[src/rtl/pmb_pkg.sv]
package pmb_pkg;
  localparam int SHORT_W = 4;
  localparam int LONG_W  = 8;

  typedef enum logic [2:0] {
    PH_IDLE,
    PH_SETUP,
    PH_ADV,
    PH_MUXA,
    PH_DATA,
    PH_HOLD
  } pmb_phase_e;

  typedef struct packed {
    logic              wide;
    logic              mux;
    logic              rdy_early;
    logic              rdy_high;
    logic              adv_high;
    logic              strobe_high;
    logic              ce_high;
    logic [SHORT_W-1:0] t_setup;
    logic [SHORT_W-1:0] t_adv;
    logic [SHORT_W-1:0] t_mux;
    logic [SHORT_W-1:0] t_we;
    logic [SHORT_W-1:0] t_hold;
    logic [LONG_W-1:0]  t_oe;
    logic [LONG_W-1:0]  t_wait;
  } pmb_cfg_t;
endpackage

[src/rtl/pmb_cfg_regs.sv]
module pmb_cfg_regs
  import pmb_pkg::*;
#(
  parameter int DEF_SETUP = 4,
  parameter int DEF_ADV   = 1,
  parameter int DEF_MUX   = 1,
  parameter int DEF_WE    = 1,
  parameter int DEF_HOLD  = 1,
  parameter int DEF_OE    = 1,
  parameter int DEF_WAIT  = 3
) (
  input  logic     clk,
  input  logic     rst_n,
  input  logic     busy,
  input  logic     wr,
  input  pmb_cfg_t wr_val,
  output pmb_cfg_t cfg
);
  pmb_cfg_t reset_val;

  always_comb begin
    reset_val             = '0;
    reset_val.t_setup     = SHORT_W'(DEF_SETUP);
    reset_val.t_adv       = SHORT_W'(DEF_ADV);
    reset_val.t_mux       = SHORT_W'(DEF_MUX);
    reset_val.t_we        = SHORT_W'(DEF_WE);
    reset_val.t_hold      = SHORT_W'(DEF_HOLD);
    reset_val.t_oe        = LONG_W'(DEF_OE);
    reset_val.t_wait      = LONG_W'(DEF_WAIT);
  end

  always_ff @(posedge clk or negedge rst_n) begin
    if (!rst_n)           cfg <= reset_val;
    else if (wr && !busy) cfg <= wr_val;
  end

  AST_CFG_FROZEN: assert property (@(posedge clk) disable iff (!rst_n)
    busy |=> $stable(cfg)) else $error("configuration changed while busy");
endmodule

[src/rtl/pmb_seq.sv]
module pmb_seq
  import pmb_pkg::*;
#(
  parameter int ADDR_W   = 28,
  parameter int DATA_W   = 32,
  parameter int NARROW_W = 16
) (
  input  logic              clk,
  input  logic              rst_n,
  input  logic              c_wide,
  input  logic              c_mux,
  input  logic              c_early,
  input  logic [SHORT_W-1:0] c_setup,
  input  logic [SHORT_W-1:0] c_adv,
  input  logic [SHORT_W-1:0] c_muxw,
  input  logic [SHORT_W-1:0] c_we,
  input  logic [SHORT_W-1:0] c_hold,
  input  logic [LONG_W-1:0]  c_oe,
  input  logic [LONG_W-1:0]  c_wait,
  input  logic              req_valid,
  input  logic              req_write,
  input  logic [ADDR_W-1:0] req_addr,
  input  logic [DATA_W-1:0] req_wdata,
  input  logic              rdy_act,
  input  logic [DATA_W-1:0] din,
  output logic              req_ready,
  output logic              busy,
  output pmb_phase_e        phase,
  output logic              txn_write,
  output logic [ADDR_W-1:0] txn_addr,
  output logic [DATA_W-1:0] txn_wdata,
  output logic              rsp_valid,
  output logic [DATA_W-1:0] rsp_rdata
);
  localparam logic [LONG_W-1:0] CNT_MAX = '1;

  logic [LONG_W-1:0] cnt;
  logic [LONG_W-1:0] phase_len;
  logic              phase_end;
  logic              wait_ok_q, oe_min_q, got_q, pend_q;
  logic              rd_phase, oe_min_now, capture_now, pend_set, read_done;
  logic [DATA_W-1:0] din_sized;

  assign busy      = (phase != PH_IDLE);
  assign req_ready = !busy;

  always_comb begin
    case (phase)
      PH_SETUP: phase_len = LONG_W'(c_setup);
      PH_ADV:   phase_len = LONG_W'(c_adv);
      PH_MUXA:  phase_len = LONG_W'(c_muxw);
      PH_DATA:  phase_len = LONG_W'(c_we);
      PH_HOLD:  phase_len = LONG_W'(c_hold);
      default:  phase_len = '0;
    endcase
  end
  assign phase_end = (cnt == phase_len);

  assign rd_phase    = (phase == PH_DATA) && !txn_write;
  assign oe_min_now  = oe_min_q || (cnt == c_oe);
  assign capture_now = rd_phase && !got_q && (c_early ? pend_q : (wait_ok_q && rdy_act));
  assign pend_set    = rd_phase && c_early && wait_ok_q && rdy_act && !pend_q && !got_q;
  assign read_done   = (got_q || capture_now) && oe_min_now;
  assign din_sized   = c_wide ? din : {{(DATA_W-NARROW_W){1'b0}}, din[NARROW_W-1:0]};

  always_ff @(posedge clk or negedge rst_n) begin
    if (!rst_n) begin
      phase     <= PH_IDLE;
      cnt       <= '0;
      wait_ok_q <= 1'b0;
      oe_min_q  <= 1'b0;
      got_q     <= 1'b0;
      pend_q    <= 1'b0;
      txn_write <= 1'b0;
      txn_addr  <= '0;
      txn_wdata <= '0;
      rsp_valid <= 1'b0;
      rsp_rdata <= '0;
    end else begin
      rsp_valid <= capture_now;
      if (capture_now) rsp_rdata <= din_sized;
      case (phase)
        PH_IDLE: begin
          if (req_valid) begin
            phase     <= PH_SETUP;
            cnt       <= '0;
            txn_write <= req_write;
            txn_addr  <= req_addr;
            txn_wdata <= req_wdata;
            wait_ok_q <= 1'b0;
            oe_min_q  <= 1'b0;
            got_q     <= 1'b0;
            pend_q    <= 1'b0;
          end
        end
        PH_SETUP, PH_ADV, PH_MUXA: begin
          if (phase_end) begin
            cnt <= '0;
            if (phase == PH_SETUP)               phase <= PH_ADV;
            else if (phase == PH_ADV && c_mux)   phase <= PH_MUXA;
            else                                 phase <= PH_DATA;
          end else begin
            cnt <= cnt + 1'b1;
          end
        end
        PH_DATA: begin
          if (txn_write) begin
            if (phase_end) begin
              phase <= PH_HOLD;
              cnt   <= '0;
            end else begin
              cnt <= cnt + 1'b1;
            end
          end else begin
            if (cnt == c_wait) wait_ok_q <= 1'b1;
            if (cnt == c_oe)   oe_min_q  <= 1'b1;
            if (pend_set)      pend_q    <= 1'b1;
            if (capture_now)   got_q     <= 1'b1;
            if (read_done) begin
              phase <= PH_HOLD;
              cnt   <= '0;
            end else if (cnt != CNT_MAX) begin
              cnt <= cnt + 1'b1;
            end
          end
        end
        PH_HOLD: begin
          if (phase_end) begin
            phase <= PH_IDLE;
            cnt   <= '0;
          end else begin
            cnt <= cnt + 1'b1;
          end
        end
        default: phase <= PH_IDLE;
      endcase
    end
  end

  AST_ACCEPT_MAKES_BUSY: assert property (@(posedge clk) disable iff (!rst_n)
    (req_valid && req_ready) |=> busy) else $error("accepted request did not start");
  AST_RSP_SINGLE: assert property (@(posedge clk) disable iff (!rst_n)
    rsp_valid |=> !rsp_valid) else $error("response longer than one cycle");
  AST_RSP_FROM_READ: assert property (@(posedge clk) disable iff (!rst_n)
    rsp_valid |-> ($past(phase) == PH_DATA && !$past(txn_write))) else $error("response outside read");
  AST_HOLD_AFTER_DATA: assert property (@(posedge clk) disable iff (!rst_n)
    (phase == PH_HOLD && $past(phase) != PH_HOLD) |-> $past(phase) == PH_DATA) else $error("hold without data phase");
  AST_OE_MIN_LEN: assert property (@(posedge clk) disable iff (!rst_n)
    (phase == PH_HOLD && $past(phase) == PH_DATA && !txn_write) |-> ($past(cnt) >= $past(c_oe))) else $error("output enable too short");
endmodule

[src/rtl/pmb_pins.sv]
module pmb_pins
  import pmb_pkg::*;
#(
  parameter int ADDR_W   = 28,
  parameter int DATA_W   = 32,
  parameter int NARROW_W = 16
) (
  input  logic              clk,
  input  logic              rst_n,
  input  logic              c_wide,
  input  logic              c_mux,
  input  logic              c_adv_high,
  input  logic              c_strobe_high,
  input  logic              c_ce_high,
  input  pmb_phase_e        phase,
  input  logic              txn_write,
  input  logic [ADDR_W-1:0] txn_addr,
  input  logic [DATA_W-1:0] txn_wdata,
  output logic              bus_ce,
  output logic              bus_adv,
  output logic              bus_we,
  output logic              bus_oe,
  output logic [ADDR_W-1:0] bus_addr,
  output logic [DATA_W-1:0] bus_dout,
  output logic              bus_doe
);
  localparam int NSTROBE = 4;

  logic [NSTROBE-1:0] act, high, phys;
  logic               addr_win, data_win;
  logic [DATA_W-1:0]  raw, width_mask;

  assign act[0] = (phase == PH_ADV) || (phase == PH_MUXA) || (phase == PH_DATA) || (phase == PH_HOLD);
  assign act[1] = (phase == PH_ADV);
  assign act[2] = (phase == PH_DATA) && txn_write;
  assign act[3] = (phase == PH_DATA) && !txn_write;
  assign high   = {c_strobe_high, c_strobe_high, c_adv_high, c_ce_high};

  for (genvar i = 0; i < NSTROBE; i++) begin : g_pol
    assign phys[i] = high[i] ? act[i] : ~act[i];
  end

  assign bus_ce  = phys[0];
  assign bus_adv = phys[1];
  assign bus_we  = phys[2];
  assign bus_oe  = phys[3];

  assign addr_win   = c_mux && ((phase == PH_ADV) || (phase == PH_MUXA));
  assign data_win   = txn_write && ((phase == PH_DATA) || (phase == PH_HOLD));
  assign width_mask = c_wide ? '1 : DATA_W'({NARROW_W{1'b1}});

  always_comb begin
    if (addr_win)      raw = DATA_W'(txn_addr);
    else if (data_win) raw = txn_wdata;
    else               raw = '0;
  end

  assign bus_dout = raw & width_mask;
  assign bus_doe  = addr_win || data_win;
  assign bus_addr = (phase != PH_IDLE) ? txn_addr : '0;

  AST_CE_COVERS: assert property (@(posedge clk) disable iff (!rst_n)
    (act[1] || act[2] || act[3]) |-> act[0]) else $error("strobe without chip enable");
  AST_WE_OE_EXCL: assert property (@(posedge clk) disable iff (!rst_n)
    !(act[2] && act[3])) else $error("write and output enable overlap");
endmodule

[src/rtl/pmb_ctrl.sv]
module pmb_ctrl
  import pmb_pkg::*;
#(
  parameter int ADDR_W   = 28,
  parameter int DATA_W   = 32,
  parameter int NARROW_W = 16
) (
  input  logic              clk,
  input  logic              rst_n,
  input  logic              cfg_wr,
  input  logic              cfg_wide,
  input  logic              cfg_mux,
  input  logic              cfg_rdy_early,
  input  logic              cfg_rdy_high,
  input  logic              cfg_adv_high,
  input  logic              cfg_strobe_high,
  input  logic              cfg_ce_high,
  input  logic [3:0]        cfg_t_setup,
  input  logic [3:0]        cfg_t_adv,
  input  logic [3:0]        cfg_t_mux,
  input  logic [3:0]        cfg_t_we,
  input  logic [3:0]        cfg_t_hold,
  input  logic [7:0]        cfg_t_oe,
  input  logic [7:0]        cfg_t_wait,
  input  logic              req_valid,
  output logic              req_ready,
  input  logic              req_write,
  input  logic [ADDR_W-1:0] req_addr,
  input  logic [DATA_W-1:0] req_wdata,
  output logic              rsp_valid,
  output logic [DATA_W-1:0] rsp_rdata,
  output logic              busy,
  output logic              bus_ce,
  output logic              bus_adv,
  output logic              bus_we,
  output logic              bus_oe,
  output logic [ADDR_W-1:0] bus_addr,
  output logic [DATA_W-1:0] bus_dout,
  output logic              bus_doe,
  input  logic [DATA_W-1:0] bus_din,
  input  logic              bus_rdy
);
  pmb_cfg_t   cfg_in, cfg;
  pmb_phase_e phase;
  logic              txn_write;
  logic [ADDR_W-1:0] txn_addr;
  logic [DATA_W-1:0] txn_wdata;
  logic              rdy_act;

  always_comb begin
    cfg_in             = '0;
    cfg_in.wide        = cfg_wide;
    cfg_in.mux         = cfg_mux;
    cfg_in.rdy_early   = cfg_rdy_early;
    cfg_in.rdy_high    = cfg_rdy_high;
    cfg_in.adv_high    = cfg_adv_high;
    cfg_in.strobe_high = cfg_strobe_high;
    cfg_in.ce_high     = cfg_ce_high;
    cfg_in.t_setup     = cfg_t_setup;
    cfg_in.t_adv       = cfg_t_adv;
    cfg_in.t_mux       = cfg_t_mux;
    cfg_in.t_we        = cfg_t_we;
    cfg_in.t_hold      = cfg_t_hold;
    cfg_in.t_oe        = cfg_t_oe;
    cfg_in.t_wait      = cfg_t_wait;
  end

  pmb_cfg_regs u_cfg (
    .clk    (clk),
    .rst_n  (rst_n),
    .busy   (busy),
    .wr     (cfg_wr),
    .wr_val (cfg_in),
    .cfg    (cfg)
  );

  assign rdy_act = cfg.rdy_high ? bus_rdy : ~bus_rdy;

  pmb_seq #(.ADDR_W(ADDR_W), .DATA_W(DATA_W), .NARROW_W(NARROW_W)) u_seq (
    .clk       (clk),
    .rst_n     (rst_n),
    .c_wide    (cfg.wide),
    .c_mux     (cfg.mux),
    .c_early   (cfg.rdy_early),
    .c_setup   (cfg.t_setup),
    .c_adv     (cfg.t_adv),
    .c_muxw    (cfg.t_mux),
    .c_we      (cfg.t_we),
    .c_hold    (cfg.t_hold),
    .c_oe      (cfg.t_oe),
    .c_wait    (cfg.t_wait),
    .req_valid (req_valid),
    .req_write (req_write),
    .req_addr  (req_addr),
    .req_wdata (req_wdata),
    .rdy_act   (rdy_act),
    .din       (bus_din),
    .req_ready (req_ready),
    .busy      (busy),
    .phase     (phase),
    .txn_write (txn_write),
    .txn_addr  (txn_addr),
    .txn_wdata (txn_wdata),
    .rsp_valid (rsp_valid),
    .rsp_rdata (rsp_rdata)
  );

  pmb_pins #(.ADDR_W(ADDR_W), .DATA_W(DATA_W), .NARROW_W(NARROW_W)) u_pins (
    .clk           (clk),
    .rst_n         (rst_n),
    .c_wide        (cfg.wide),
    .c_mux         (cfg.mux),
    .c_adv_high    (cfg.adv_high),
    .c_strobe_high (cfg.strobe_high),
    .c_ce_high     (cfg.ce_high),
    .phase         (phase),
    .txn_write     (txn_write),
    .txn_addr      (txn_addr),
    .txn_wdata     (txn_wdata),
    .bus_ce        (bus_ce),
    .bus_adv       (bus_adv),
    .bus_we        (bus_we),
    .bus_oe        (bus_oe),
    .bus_addr      (bus_addr),
    .bus_dout      (bus_dout),
    .bus_doe       (bus_doe)
  );
endmodule

[config.mk]
export PLATFORM = sky130hd
export DESIGN_NAME = pmb_ctrl
export DESIGN_NICKNAME = d
export VERILOG_FILES = /design/src/rtl/pmb_pkg.sv /design/src/rtl/pmb_cfg_regs.sv /design/src/rtl/pmb_seq.sv /design/src/rtl/pmb_pins.sv /design/src/rtl/pmb_ctrl.sv
export SDC_FILE = /design/constraint.sdc
export NUM_CORES = 1
export LEC_CHECK = 0
export BUFFER_PORTS_ARGS = -buffer_cell sky130_fd_sc_hd__buf_4
export CAP_MARGIN = 20
export CORE_ASPECT_RATIO = 1.5
export CORE_MARGIN = 4
export CORE_UTILIZATION = 46
export DETAILED_ROUTE_END_ITERATION = 8
export PLACE_DENSITY = 0.74
export SYNTH_ARGS = -nofsm -noshare
export SYNTH_HDL_FRONTEND = slang
export SYNTH_SLANG_ARGS = --single-unit
[constraint.sdc]
create_clock -name clk -period 2.8 [get_ports clk]
set_input_delay 0.28 -clock clk [delete_from_list [all_inputs] [get_ports clk]]
set_output_delay 0.28 -clock clk [all_outputs]
set_load 0.005 [all_outputs]
After elaboration in Yosys (flattened, before gate mapping)
Index checks and enable logic that the tools add are counted.

operators by class
  reductions and logical operators = 39
  bitwise gates (word level) = 6
  equality and inequality tests = 20
  multiplexer cells = 40
  $add $sub $neg = 1

operators by type and width
  kind                   count
  $mux W32               4
  $mux W8                5
  $and A32 B32 Y32       1
  $mux W28               1
  $mux W3                8
  $pmux W8 S3            1
  $pmux W4 S5            1
  $eq A8 B8 Y1           2
  $reduce_and A4 Y1      4
  $logic_and A1 B1 Y1    15
  $mux W1                15
  $ne A2 B2 Y1 const B   7
  $pmux W3 S4            1
  $add A8 B1 Y8 const B  1
  $eq A8 B4 Y1           1
  $ne A8 B8 Y1 const B   1
  $pmux W1 S2            4
  $logic_or A1 B1 Y1     7
  $eq A3 B2 Y1 const B   2
  $eq A3 B3 Y1 const B   2
  $ne A3 B3 Y1 const B   2
  $reduce_bool A3 Y1     2
  $not A1 Y1             5
  $reduce_and A5 Y1      1
  other kinds (10)       13

word-level totals
  word-level logic and storage cells = 131
  bits in registers = 152
  input port bits = 141
  output and inout port bits = 100

Depth between registers and ports, before layout
Gate-level depths: netlist of the first run.

  depth in word-level cells = 10
  depth in mapped cells = 10
  mapped depth without buffers = 9

Modules after synthesis
Synthesis of the first run repeated with hierarchy kept, for this count alone.

second synthesis, totals
  cells, all modules = 634
  area, all modules = 7,646.1 um^2

modules (own cells, without submodules)
  module        cells an instance  times used  area each (um^2)  sequential area each (um^2)
  pmb_seq       433                1           5,013.6           2,727.6
  pmb_cfg_regs  92                 1           1,834.3           1,086.0
  pmb_pins      108                1           789.5             0.0
  pmb_ctrl      1                  1           8.8               0.0

Worst setup path after synthesis of the first run
No wires, ideal clock.

  path type = flip-flop to flip-flop
  start point = register u_seq.phase[1]
  end point = register u_seq.phase[0]
  data arrival time = 2.662 ns
  slack = 0.013 ns
  clock period less this slack = 2.787 ns
  cell stages (with the launch flop) = 10
  buffers on the path = 1
  required time = 2.675 ns
  library setup time = 0.125 ns
  cell sequence = dfrtp_1 buf_2 inv_1 ha_1 or3b_2 o22ai_1 a21oi_1 mux2_4 o41a_4 mux2_4

between the ends
  word-level cells in the longest chain between the ends = 8
  elaborated cells between the ends (all ways) = 25
  classes of those cells = eq/ne: 11; mux: 5; reduce/logical: 9

RTL lines
  element                                                               RTL line       text
  from (decl)                                                           pmb_seq.sv:28  output pmb_phase_e phase,
  from (signal assigned)                                                pmb_seq.sv:68  phase <= PH_IDLE;
  from (signal assigned)                                                pmb_seq.sv:85  phase <= PH_SETUP;
  from (signal assigned)                                                pmb_seq.sv:99  if (phase == PH_SETUP) phase <= PH_ADV;
  parallel branches: the longest is 8 deep, another holds $eq A8 B4 Y1  -

Several ways; the timed one is not identified. The select of a mux whose other input is x is not followed.
A chain may end at the register's enable or synchronous reset.

Worst setup path after layout of the first run
  start point = register u_seq.phase[1]
  end point = register u_seq.cnt[3]

between the ends
  word-level cells in the longest chain between the ends = 9
  elaborated cells between the ends (all ways) = 22
  classes of those cells = eq/ne: 8; mux: 5; reduce/logical: 9

RTL lines
  element                                                               RTL line        text
  parallel branches: the longest is 9 deep, another holds $eq A8 B4 Y1  -
  to (signal assigned)                                                  pmb_seq.sv:103  cnt <= cnt + 1'b1;
  to (signal assigned)                                                  pmb_seq.sv:112  cnt <= cnt + 1'b1;
  to (signal assigned)                                                  pmb_seq.sv:123  cnt <= cnt + 1'b1;
  to (decl)                                                             pmb_seq.sv:37   logic [LONG_W-1:0] cnt;

Several ways; the timed one is not identified.

==> results.tsv, run 1 <==
metric	value	unit
status	finished with violations	
violations	hold timing	
synthAdderAreaFrac	0.7070	%
rsz0062_at_grt	false	
synthFlopType	dfrtp_1	
tightest_slew	0.9951	ns
antenna_cells	0	
grt.total_usage	21.80	%
cts.path.max_buffers	2	
coreArea	15070	um2
tns	0	ns
fillers	1187	
cts_sinks	152	
ys_warn_count	0	
startpoint_type	flip-flop	
htree_levels	4	
synth_top_family_by_area	multiplexers	
endpoint_kind	flip-flop	
final_cells	1063	
die_w	109.3	um
cts.clk_slew.worst_paths	0.06	ns
synth_nets	759	
die_y	159.9	um
routed_wl	19030	um
grtUsageMet3	4.852	%
synth_edf_count	0	
fin_crit_sh	96.08	%
synth-seq-area-share	53.87	%
root_buffer	clkbuf_16	
place_congestion	0.8246	
skew	0.01112	ns
crit_fanout	7	
postPlaceCellArea	9112	um2
synth.avg_cell_area	11.53	um2
power_density	1046	nW/um2
nets	996	
cts_tree	done	
layout-drive-gt1-share	48.38	%
report.final.slew_viol_count	0	
io_pins	241	
antenna_found_initial	0	
synth_top_area_share	50.90	%
syn_inst	614	
grt_max_degree	111	
grt-busiest-layer	met2	
r2r-start	u_seq.phase[1]	
finalSetupViolations	0	
r2r_end	u_seq.cnt[3]	
yosysTopAreaCell	dfrtp_1	
max_freq	371.7	MHz
muxShareOfSynthArea	17.94	%
met2_usage	39.26	%
multi_input_area	3055	um2
ys_ff_latch	152	
crit_type	flip-flop to flip-flop	
layout.cell_area.non_filler	9742	um2
dp_hpwl	14370	um
post-cts-setup-buffers	0	
fin_hold_ws	-0.005969	ns
hp-class	input pin to async pin	
met1_usage	24.12	%
io_buffers	240	
fin_crit	2.690	ns
hold_viol_final	1	
relSlewSlack	33.66	%
first_iter_violations	244	
crit_arrival	2.99	ns
ys_top_cells_by_count	dfrtp_1, mux2_2, nand2_1	
yosys.area_share.simple	12.50	%
syn_to_final_growth	37.61	%
wire_per_inst	17.90	um
grt_pass1_vias	5761	
synth.distinct_cells	48	
numCtsBuffers	17	
drc	0	
die_area	17480	um2
ff_latch_area	3814	um2
r2r_cells	9	
yosysMostFrequentCell	dfrtp_1	
crit_required	3.10	ns
gr-total-overflow	0	
start_util	46.97	%
vias	5561	
first_pass_iters	5	
place_inst	1031	
max-vdd-ir-drop	564.4	uV
synthArstFlopShare	100.0	%
reg2reg_slack	0.11	ns
p_leak	4.665	nW
syn_area	7079	um2
synth_area_leaders	dfrtp_1, mux2_2, nand2_1	
postRouteAntennaNets	0	
synth-xor-area-share	2.969	%
rows	55	
clk_latency	0.42	ns
vias_per_cell	5.231	
maxCapViolCount	0	
grt_pass1_wl	29830	um
synth_compound_area_share	8.819	%
## logic make-up after synthesis
logic type	count (synthesis)
compound gates	85
xor+xnor	24
fa+ha+maj	4
flops	152
simple gates	184
buf+inv	52
mux	113
## worst max-delay path, stage by stage, from the launching register on
cell     delay (ns)
dfrtp_1        0.36
inv_2          0.06
ha_1           0.35
or3b_2         0.49
o22ai_1        0.18
a21oi_1        0.07
mux2_4         0.32
o41a_4         0.41
nor3_4         0.24
nor2_1         0.08
## placed cells by master, fill, tap and decap left out, drive strengths merged, types with 12 or more instances in the layout
master and count:
nor2 17, xor2 14, and2 33, dfrtp 144, mux2 105, clkbuf 20
buf 259, nand2 95, a22o 29, a21oi 12, o21ai 23, inv 13
## state kept, by name, summed over array words and instances, names as in the netlist
register and count:
u_seq.txn_write 1, u_seq.wait_ok_q 1, u_seq.phase 3, u_seq.txn_wdata 32, u_seq.cnt 8, u_seq.rsp_rdata 32, u_seq.pend_q 1, u_seq.rsp_valid 1
u_seq.txn_addr 28, u_cfg.cfg 43, u_seq.got_q 1, u_seq.oe_min_q 1
## final cells by class
class | count | share of cell area, %
clock buffer | 20 | 4.688
clock inverter | 12 | 1.695
inverter | 11 | 0.4238
multi-input combinational | 410 | 31.36
sequential | 152 | 39.15
tap | 199 | 2.556
timing repair buffer | 259 | 20.13
## worst max path at each step
stage / start / to / slack (ns) / cells past startpoint
CTS: u_seq.phase[2] / bus_dout[27] / 0.02 / 8
detailed placement: u_seq.phase[1] / u_seq.cnt[3] / 0.11 / 9
global route: u_seq.phase[1] / u_seq.cnt[3] / 0.01 / 9
global placement: u_seq.phase[1] / u_seq.phase[0] / 0.17 / 8
floorplan: u_seq.phase[1] / u_seq.phase[0] / 0.01 / 9
finish: u_seq.phase[1] / u_seq.cnt[3] / 0.11 / 9
## where the power goes
part	total, mW	internal (mW)	leakage [nW]	switching, mW
sequential	3.82	3.18	1.86	0.636
combinational	3.98	2.28	2.50	1.69
clock	2.39	1.46	0.299	0.927
## routing by layer
layer	part of all wire (%)	vias up	routed length, um
met1	36	2721	6928
met4	3.1	0	584
met3	6.3	39	1200
met2	54	193	10320
met5	0	-	0
li1	-	2608	-
## through the flow
stage	hold slack [ns]	utilization, %	setup WS (ns)	total power, mW
2_1_floorplan	-0.01559	-	0.01326	6.113
3_3_place_gp	0.4604	60.46	0.1723	7.654
3_5_place_dp	0.4644	60.46	0.1065	7.843
4_1_cts	0.03323	64.59	0.02058	10.26
5_1_grt	0.05146	64.64	0.01251	10.82
6_report	-0.005969	64.64	0.1097	10.19
## timing repair
item | in CTS | in global routing
endpoints found under the setup margin | 0 | 14
hold buffers | 0 | 0
resized for setup | 0 | 3
(Power assumes the default switching activity.)
==> inputs of run 2 (changes only) <==
CELL_PAD_IN_SITES_DETAIL_PLACEMENT = 0   (was default)
CELL_PAD_IN_SITES_GLOBAL_PLACEMENT = 2   (was default)
CORE_UTILIZATION = 28   (was 46)
PLACE_DENSITY = 0.72   (was 0.74)
==> run 2 against run 1 <==
  * The run now ends clean
  * Sequential cell count unchanged
  * Hold slack improved by 0.047 ns
  * Sequential power about the same
  * Critical path type unchanged
  * Final cell count increased by 13%
  * Clock power increased by 3%
  * Utilization decreased by 25 points
  * Non-clock buffer count increased by 5
  * Via count decreased by 1.9%
  * Combinational power about the same
  * First-iteration DRC count decreased by 11%
==> results.tsv, run 2 (same netlist as run 1, synthesis figures left out) <==
metric	value	unit	change
status	finished, final reports clean		
layout-drive-gt1-share	48.56	%	+0.18 points
htree_levels	4		unchanged
crit_fanout	7		unchanged
vias	5455		-1.9%
largestRegisters	u_cfg.cfg: 43 flops, u_seq.rsp_rdata: 32 flops, u_seq.txn_wdata: 32 flops		
syn_to_final_growth	41.29	%	
slowest_delay	0.49	ns	about the same
r2r_end	u_seq.cnt[3]		
wire_per_inst	17.46	um	-2.5%
hp-class	input pin to flip-flop		
power_density	1030	nW/um2	-1.5%
fin_hold_ws	0.04145	ns	+0.04742 ns
relSlewSlack	55.50	%	+22 points
rows	71		+29%
die_w	137.8	um	+26%
drc	0		unchanged
max-vdd-ir-drop	456.6	uV	-19%
final_common_cell	buf_4		
postRouteAntennaNets	0		unchanged
cts.path.max_buffers	2		unchanged
io_buffers	240		unchanged
gr-total-overflow	0		unchanged
crit_buf_inv	1		unchanged
place_congestion	0.8116		-1.6%
skew	0.009526	ns	-0.001597 ns
coreArea	24960	um2	+66%
nets	1001		+0.50%
fin_crit_sh	93.81	%	-2.3 points
maxCapViolCount	0		unchanged
crit_type	flip-flop to flip-flop		
numCtsBuffers	17		unchanged
die_area	27940	um2	+60%
layout_setup_ws	0.1733	ns	+0.06352 ns
p_leak	4.706	nW	+0.87%
mostFrequentLayoutCells	buf_4, dfrtp_1, mux2_2		
largest_register	u_cfg.cfg		
finalSetupViolations	0		unchanged
grt_max_degree	61		-45%
post-place-ws	0.1461	ns	+0.03959 ns
crit_end	u_seq.cnt[3]		
r2r-start	u_seq.phase[1]		
power	10.30	mW	+1.1%
startpoint_type	flip-flop		
dp_hpwl	15500	um	+7.9%
crit_arrival	2.95	ns	-0.04 ns
clk_latency	0.43	ns	about the same
first_pass_iters	4		-1
cp.depth	9		unchanged
max_freq	380.7	MHz	+2.4%
reg2reg_slack	0.17	ns	+0.06 ns
largest_reg_flops	43		unchanged
tightest_slew	0.6675	ns	-0.3276 ns
path_delay_family	simple AND/OR/NAND/NOR gates		
tns	0	ns	unchanged
fillers	2488		+110%
antenna_found_initial	2		+2
first_iter_violations	218		-11%
report.final.slew_viol_count	0		unchanged
crit_required	3.12	ns	+0.02 ns
cts_sinks	152		unchanged
endpoint_kind	flip-flop		
vias_per_cell	4.553		-13%
min_from	bus_din[0]		
cpMaxStageDelayCell	or3b_2		
grt_pass1_vias	5585		-3.1%
fin_crit	2.627	ns	-0.06352 ns
root_buffer	clkbuf_16		
hold_viol_final	0		-1
cts.clk_slew.worst_paths	0.07	ns	about the same
die_y	202.7	um	+27%
grt_pass1_wl	31880	um	+6.9%
io_pins	241		unchanged
routed_wl	20920	um	+9.9%
crit_start	u_seq.phase[1]		
path_cells	inv_1 -> ha_1 -> or3b_2 -> o22ai_2 -> a21oi_1 -> mux2_4 -> o41a_4 -> nor3_4 -> nor2_1		
rsz0062_at_grt	false		
post-cts-setup-buffers	0		unchanged
cts_tree	done		
grt.total_usage	15.10	%	-6.7 points
r2r_cells	9		unchanged
start_util	28.36	%	-19 points
-- run 2: layout make-up --
type	instances	area, um2	share of cell area, %
flip-flops and latches	152	3814	38.13
clock inverters	11	171.4	1.714
repair buffers	264	2038	20.38
multi-input cells	410	3064	30.64
inverters	11	41.29	0.4128
clock buffers	21	460.4	4.603
diodes	1	2.502	0.02502
well taps	328	410.4	4.103
-- run 2: worst reg2reg max path: cells and delay by family (launching register included) --
family                     cells  cell delay [ns]
and+or+nand+nor                3             0.82
DFF                            1             0.34
adders and majority gates      1             0.31
buffers and inverters          1             0.06
muxes                          1             0.32
AOI/OAI and AO/OA              3             0.69
-- run 2: where the power goes --
group	leakage [nW]	internal (mW)	switching [mW]
logic	2.54	2.34	1.67
registers	1.86	3.18	0.631
clock network	0.303	1.54	0.934
-- run 2: per-stage QoR --
step	instance area (um2)	util [%]	instances
after floorplan	7079	-	614
after global placement	9344	37.43	1164
after detailed placement	9344	37.43	1164
after CTS	9986	40.00	1197
after global routing	10000	40.07	1198
final	10000	40.07	1198
-- run 2: worst min-delay path by stage --
| stage | end | slack [ns] | cells past startpoint |
|---|---|---|---|
| after floorplan | u_cfg.cfg[10] | -0.02 | 0 |
| after global routing | u_seq.rsp_rdata[12] | 0.02 | 3 |
| after detailed placement | u_cfg.cfg[23] | 0.32 | 1 |
| after global placement | u_cfg.cfg[23] | 0.32 | 1 |
| final | u_seq.rsp_rdata[0] | 0.04 | 3 |
| after CTS | u_seq.rsp_rdata[10] | 0.01 | 3 |
-- run 2: per-layer routing --
layer,up-vias,global-route usage [%],share of wire [%]
li1,2611,-,-
met1,2660,16.27,36
met2,154,27.67,55
met3,28,3.867,6.3
met4,2,5.968,2.4
met5,-,0,0.043
-- run 2: what timing repair did --
item,4_1_cts,5_1_grt
hold endpoints to repair,51,0
hold buffers,1,0
resized for setup,0,3
endpoints found under the setup margin,0,17
